$ cat src/rtl/ua_pkg.sv
// Shared types for the unaligned word access controller.
// Assumes a 32-bit data path made of four byte lanes.
package ua_pkg;
    localparam int DW = 32;
    localparam int NB = DW / 8;

    typedef enum logic [1:0] {
        SZ_BYTE = 2'd0,
        SZ_HALF = 2'd1,
        SZ_WORD = 2'd2,
        SZ_WALT = 2'd3
    } size_e;

    typedef enum logic [2:0] {
        ST_IDLE,
        ST_REQ,
        ST_WAIT,
        ST_DONE,
        ST_ERR
    } state_e;

    // True when an access of this size at this offset is not naturally aligned
    function automatic logic misaligned(input logic [1:0] sz, input logic [1:0] off);
        case (sz)
            SZ_BYTE: return 1'b0;
            SZ_HALF: return off[0];
            default: return off != 2'd0;
        endcase
    endfunction
endpackage

$ cat src/rtl/ua_lane_ctl.sv
// Write lane steering: turns size, offset and right-justified data into
// byte enables and lane-replicated write data.
// Assumes the access is aligned (misaligned writes never reach memory).
// Lane i carries the byte at word offset 3-i.
module ua_lane_ctl
    import ua_pkg::*;
(
    input  logic [1:0]    size_i,
    input  logic [1:0]    off_i,
    input  logic [DW-1:0] wdata_i,
    output logic [NB-1:0] be_o,
    output logic [DW-1:0] lane_data_o
);
    // Select enables and replicate data per access size
    always_comb begin
        case (size_i)
            SZ_BYTE: begin
                be_o        = 4'b1000 >> off_i;
                lane_data_o = {4{wdata_i[7:0]}};
            end
            SZ_HALF: begin
                be_o        = off_i[1] ? 4'b0011 : 4'b1100;
                lane_data_o = {2{wdata_i[15:0]}};
            end
            default: begin
                be_o        = 4'b1111;
                lane_data_o = wdata_i;
            end
        endcase
    end
endmodule

$ cat src/rtl/ua_merge.sv
// Read merge: takes a 64-bit window (first word high, second word low),
// shifts it left by the byte offset and right-justifies the requested bytes.
// Assumes big-endian byte order within each word.
module ua_merge
    import ua_pkg::*;
(
    input  logic [DW-1:0] hi_i,
    input  logic [DW-1:0] lo_i,
    input  logic [1:0]    off_i,
    input  logic [1:0]    size_i,
    output logic [DW-1:0] res_o
);
    logic [2*DW-1:0] win;
    logic [DW-1:0]   top;

    // Align the first requested byte to the top of the window
    always_comb begin
        win = {hi_i, lo_i} << {off_i, 3'b000};
        top = win[2*DW-1:DW];
    end

    // Right-justify and zero-extend by size
    always_comb begin
        case (size_i)
            SZ_BYTE: res_o = {24'h0, top[31:24]};
            SZ_HALF: res_o = {16'h0, top[31:16]};
            default: res_o = top;
        endcase
    end
endmodule

$ cat src/rtl/ua_ctrl.sv
// Unaligned word access controller (top).
// Serves aligned accesses with one memory request and splits misaligned
// word/halfword reads into two consecutive word reads, which are merged.
// Misaligned writes are rejected with an error pulse.
// Assumes memory read data arrives exactly RD_LAT cycles after the request
// cycle (RD_LAT >= 1) and that writes take effect at the request edge.
module ua_ctrl
    import ua_pkg::*;
#(
    parameter int ADDR_W = 32,
    parameter int RD_LAT = 1
) (
    input  logic              clk,
    input  logic              rst_n,
    input  logic              req_rd_i,
    input  logic              req_wr_i,
    input  logic [ADDR_W-1:0] req_addr_i,
    input  logic [1:0]        req_size_i,
    input  logic [31:0]       req_wdata_i,
    output logic              req_rdy_o,
    output logic              req_done_o,
    output logic              req_err_o,
    output logic [31:0]       req_rdata_o,
    output logic              mem_req_o,
    output logic              mem_we_o,
    output logic [ADDR_W-3:0] mem_widx_o,
    output logic [3:0]        mem_be_o,
    output logic [31:0]       mem_wdata_o,
    input  logic [31:0]       mem_rdata_i
);
    localparam int IDX_W = ADDR_W - 2;
    localparam int CNT_W = (RD_LAT > 1) ? $clog2(RD_LAT) : 1;

    state_e           st;
    logic [IDX_W-1:0] idx_q;
    logic [1:0]       off_q;
    logic [1:0]       size_q;
    logic             we_q;
    logic             phase_q;
    logic             split_q;
    logic [CNT_W-1:0] cnt_q;
    logic [DW-1:0]    wdata_q;
    logic [DW-1:0]    w0_q;
    logic [DW-1:0]    rdata_q;
    logic [DW-1:0]    merged;
    logic [DW-1:0]    m_hi;
    logic [DW-1:0]    m_lo;
    logic             accept;
    logic             misal_in;

    // Request acceptance and alignment classification of the incoming request
    always_comb begin
        accept   = (st == ST_IDLE) && (req_rd_i || req_wr_i);
        misal_in = misaligned(req_size_i, req_addr_i[1:0]);
    end

    // Sequencer: capture, issue, wait for read data, merge, complete
    always_ff @(posedge clk) begin
        if (!rst_n) begin
            st      <= ST_IDLE;
            idx_q   <= '0;
            off_q   <= '0;
            size_q  <= '0;
            we_q    <= 1'b0;
            phase_q <= 1'b0;
            split_q <= 1'b0;
            cnt_q   <= '0;
            wdata_q <= '0;
            w0_q    <= '0;
            rdata_q <= '0;
        end else begin
            case (st)
                ST_IDLE: if (accept) begin
                    idx_q   <= req_addr_i[ADDR_W-1:2];
                    off_q   <= req_addr_i[1:0];
                    size_q  <= req_size_i;
                    we_q    <= req_wr_i;
                    wdata_q <= req_wdata_i;
                    phase_q <= 1'b0;
                    split_q <= misal_in && !req_wr_i;
                    st      <= (req_wr_i && misal_in) ? ST_ERR : ST_REQ;
                end
                ST_REQ: begin
                    cnt_q <= CNT_W'(RD_LAT - 1);
                    st    <= we_q ? ST_DONE : ST_WAIT;
                end
                ST_WAIT: begin
                    if (cnt_q != '0) begin
                        cnt_q <= cnt_q - 1'b1;
                    end else if (split_q && !phase_q) begin
                        w0_q    <= mem_rdata_i;
                        phase_q <= 1'b1;
                        st      <= ST_REQ;
                    end else begin
                        rdata_q <= merged;
                        st      <= ST_DONE;
                    end
                end
                default: st <= ST_IDLE;
            endcase
        end
    end

    // Merge window: second phase combines held first word with incoming word
    always_comb begin
        m_hi = phase_q ? w0_q : mem_rdata_i;
        m_lo = phase_q ? mem_rdata_i : '0;
    end

    ua_merge u_merge (
        .hi_i   (m_hi),
        .lo_i   (m_lo),
        .off_i  (off_q),
        .size_i (size_q),
        .res_o  (merged)
    );

    ua_lane_ctl u_lane (
        .size_i      (size_q),
        .off_i       (off_q),
        .wdata_i     (wdata_q),
        .be_o        (mem_be_o),
        .lane_data_o (mem_wdata_o)
    );

    // Port decode from sequencer state; second index wraps in IDX_W bits
    always_comb begin
        req_rdy_o   = (st == ST_IDLE);
        req_done_o  = (st == ST_DONE);
        req_err_o   = (st == ST_ERR);
        req_rdata_o = rdata_q;
        mem_req_o   = (st == ST_REQ);
        mem_we_o    = (st == ST_REQ) && we_q;
        mem_widx_o  = idx_q + IDX_W'(phase_q);
    end
endmodule

$ cat config.mk
export PLATFORM = sky130hd
export DESIGN_NAME = ua_ctrl
export DESIGN_NICKNAME = d
export VERILOG_FILES = /design/src/rtl/ua_pkg.sv /design/src/rtl/ua_lane_ctl.sv /design/src/rtl/ua_merge.sv /design/src/rtl/ua_ctrl.sv
export SDC_FILE = /design/constraint.sdc
export NUM_CORES = 1
export LEC_CHECK = 0
export CELL_PAD_IN_SITES_DETAIL_PLACEMENT = 1
export CELL_PAD_IN_SITES_GLOBAL_PLACEMENT = 1
export CORE_ASPECT_RATIO = 0.8
export CORE_MARGIN = 2
export CORE_UTILIZATION = 33
export DETAILED_ROUTE_END_ITERATION = 8
export GPL_TIMING_DRIVEN = 0
export PLACE_DENSITY = 0.8
export SETUP_SLACK_MARGIN = 0.02
export SYNTH_ARGS = -nofsm -noshare
export SYNTH_HDL_FRONTEND = slang
export SYNTH_SLANG_ARGS = --single-unit
$ cat constraint.sdc
create_clock -name clk -period 2.09 [get_ports clk]
set_clock_uncertainty 0.15 [all_clocks]
set_input_delay 0.3135 -clock clk [delete_from_list [all_inputs] [get_ports clk]]
set_output_delay 0.3135 -clock clk [all_outputs]
set_load 0.03 [all_outputs]
==> impl_metrics.toml <==
[run_status]
status = "complete, but fails checks"
violations = "negative setup slack"

[logic_synthesis]
syn_inst = 899
synth_fp_nets = 1003
synth_cell_types = 47
ys.flop_type = "dfxtp_1"
async_flop_share = 0
synth_seq_cells = 136
synth.avg_cell_area_um2 = 8.77
synth-edff-count = 0
synth_area_um2 = 7880
ys_seq_area_frac = 0.345
ys_warn_count = 0

[sta]
drv_slew = 0
final_hold_viol_count = 0
period_minus_slack_ns = 2.72
finalSetupViolations = 67
worstMarginPinSlew_ns = 0.724
fin_crit_sh = 1.30
max_freq_mhz = 367
grt_setup_unrepaired = "true"
worst_slack_ns = -0.632
max-slew-margin-rel = 0.517

[floorplanning]
core.rowCount = 50
start_util = 0.337
dieArea_um2 = 25100
core_area_um2 = 23400
num_io_pins = 205
fp.dieH_um = 142
die_w_um = 177

[drt]
viasPerCell = 5.57
drtIter0Drc = 628
dr.pass1.iters = 6
wire_per_inst_um = 23.4
final_antenna_net_count = 0
num_vias = 8404
wl_um = 35300
drc = 0

[critical_path]
start_kind = "flip-flop"
crit_fanout = 6
critPathKind = "reg -> out"
arrival_ns = 2.26
endpoint_kind = "output port"
regToRegSetupSlack_ns = -0.33
cp.required_ns = 1.63
reg2regPathDepth = 7
r2r-start = "phase_q"
rr_endpoint = "req_rdata_o[14]"

[pwr]
combPwrFrac = 0.355
swShare = 0.359
sequentialPowerShare = 0.327
p_int_uw = 6140
p_leak_uw = 0.00496
netSwitchingPower_uw = 3440
p_per_area_nw_per_um2 = 760
power_frac_clock = 0.319
ir_drop_v = 0.000506

[layout]
syn_to_final_growth_pct = 60.2
finalNetCount = 1286
drive_gt1_frac = 0.345
fill_cells = 2645
utilization = 0.540

[global_routing]
track_usage = 0.267
grt_pass1_vias = 8618
grt-ovfl-total = 0
met2_usage = 0.426
busiest_layer = "met2"
met3_usage = 0.0764
antenna_found_initial = 2
grt_pass1_wl_um = 50900
use_met1 = 0.347
grt_max_degree = 17

[placed_design]
hpwlAfterDp_um = 23100
port_buffers = 204
place.gp.congestion = 0.873
dpl_worst_slack_ns = -1.33

[min_path]
hp-start = "req_addr_i[17]"
hold_path_end = "idx_q[15]"
hold_path_class = "in -> reg"
hold_depth = 3

[clock_network]
clk_path_buf_depth = 2
hold_buffers = 0
cts_buffers = 17
clkSlewWorstSetupHoldPaths_ns = 0.06
clock_latency_ns = 0.42
cts_tree = "done"
clock-root-buffer = "clkbuf_16"
clock_sinks = 136
cts_max_level = 4

[job]
drv_cap = 0
routing by layer:
| layer | part of all wire | up-vias |
|---|---|---|
| li1 | - | 3742 |
| met1 | 0.44 | 4187 |
| met2 | 0.47 | 408 |
| met3 | 0.074 | 67 |
| met4 | 0.024 | 0 |
| met5 | 0 | - |
worst max-delay path, stage by stage (launching register included):
cell and delay, ns:
dfxtp_4 0.37, ha_4 0.16, nand4_1 0.22, nor4_4 0.21
buf_6 0.17, nand4_1 0.27, xnor2_4 0.26, buf_6 0.16
per-stage QoR:
step | std cells | power (uW) | hold WS, ns | TNS, ns | cell area, um2
4_1_cts | 1493 | 9340 | 0.284 | -17.02 | 12200
2_1_floorplan | 899 | 4730 | 0.283 | -0.124 | 8120
6_report | 1510 | 9590 | 0.290 | -17.71 | 12600
5_1_grt | 1509 | 9930 | 0.294 | -20.72 | 12600
3_3_place_gp | 1415 | 5910 | 0.289 | -86.56 | 10600
3_5_place_dp | 1415 | 5960 | 0.297 | -88.35 | 10600
power groups by stage:
| stage | clock [uW] | sequential (uW) | combinational, uW |
|---|---|---|---|
| after detailed placement | 0 | 3130 | 2830 |
| after floorplan | 0 | 3150 | 1580 |
| after global placement | 0 | 3120 | 2800 |
| after CTS | 3080 | 3100 | 3160 |
| final | 3060 | 3130 | 3400 |
| after global routing | 3220 | 3160 | 3560 |
synthesized netlist by cell type (2+ instances only):
cell         n  area, um2
nor2_1      19       71.3
ha_1         2       25.0
dfxtp_1    136       2720
o22ai_1      7       43.8
nor4_2       2       25.0
o2111ai_1   24        210
nand2_1    231        867
and4_1       3       26.3
mux2_4      18        270
and2_1      11       68.8
a21oi_1      5       25.0
nand4_1      8       50.1
a21boi_1    51        383
nand2b_1     4       25.0
clkbuf_1    51        191
mux2_2      28        315
o221ai_1     8       70.1
buf_4        9       67.6
inv_1       11       41.3
xor2_1       5       43.8
o21bai_1     2       15.0
mux2i_1     24        240
nor2b_1      6       37.5
buf_1        3       11.3
a21boi_0    63        473
mux2_1      10        113
a21o_1       3       22.5
buf_6        4       45.0
o21ai_0      9       45.0
nand3_1     42        210
a22oi_1      9       67.6
a221o_1      8       80.1
mux4_2      25        563
and3_1       7       43.8
xnor2_1     23        201
buf_2       17       85.1
registers in the layout, summed over array words and instances, names as in the netlist:
register	cells
off_q	2
size_q	2
we_q	1
req_rdata_o	32
phase_q	1
w0_q	32
split_q	1
idx_q	30
wdata_q	32
st	3
cells in the final DEF, fill, tap and decap left out, types with 7 or more instances in the layout:
cell and instances:
o2111ai_1 9, mux2_4 37, nand4_1 8, inv_1 11, dfxtp_1 122, nor2_1 13, dfxtp_2 11, buf_2 10
and2_1 9, mux4_2 25, buf_6 72, nand3_4 9, nand3_2 18, a221o_1 8, a21boi_1 45, buf_12 13
clkdlybuf4s50_1 125, xnor2_2 11, dlygate4sd2_1 13, clkbuf_16 18, clkbuf_1 19, o221ai_1 7, a21boi_0 63, nand2_1 228
o2111ai_2 15, mux2i_1 21, clkbuf_2 22, nand3_1 15, mux2_2 14, buf_4 59, xnor2_1 7
worst max-delay path by stage:
stage | slack, ns | cells after the start | start | endpoint
6_report | -0.63 | 7 | phase_q | mem_widx_o[27]
3_3_place_gp | -1.39 | 5 | size_q[1] | mem_wdata_o[16]
3_5_place_dp | -1.33 | 5 | size_q[1] | mem_wdata_o[16]
5_1_grt | -0.66 | 7 | idx_q[8] | mem_widx_o[24]
2_1_floorplan | -0.09 | 6 | phase_q | mem_widx_o[24]
4_1_cts | -0.61 | 8 | idx_q[0] | mem_widx_o[24]
timing repair:
action | 4_1_cts | 5_1_grt
resized for setup | 577 | 143
cloned | 5 | 0
pin swaps | 42 | 34
setup endpoints to repair | 184 | 193
buffers inserted | 45 | 23
area by class of cell:
type / count / area [um2] / share of cell area
inverters: 12 / 50.0 / 0.00396
multi-input cells: 667 / 5500 / 0.435
well taps: 312 / 390 / 0.0309
plain buffers: 76 / 573 / 0.0454
flip-flops and latches: 136 / 2750 / 0.218
repair buffers: 272 / 2780 / 0.220
clock inverters: 10 / 120 / 0.00951
diodes: 3 / 7.51 / 0.000595
clock buffers: 22 / 464 / 0.0368
cell families (layout without fill, tap and decap cells):
logic type	Yosys count	after routing	synth area share
and+or+nand+nor	338	338	0.186
other	0	3	0
adders and majority gates	2	2	0.00317
AOI/OAI and AO/OA	194	194	0.187
DFF	136	136	0.345
buffers and inverters	96	392	0.0565
xor gates and xnor gates	28	28	0.0311
muxes	105	105	0.190
Power figures use the tool's default switching activity.
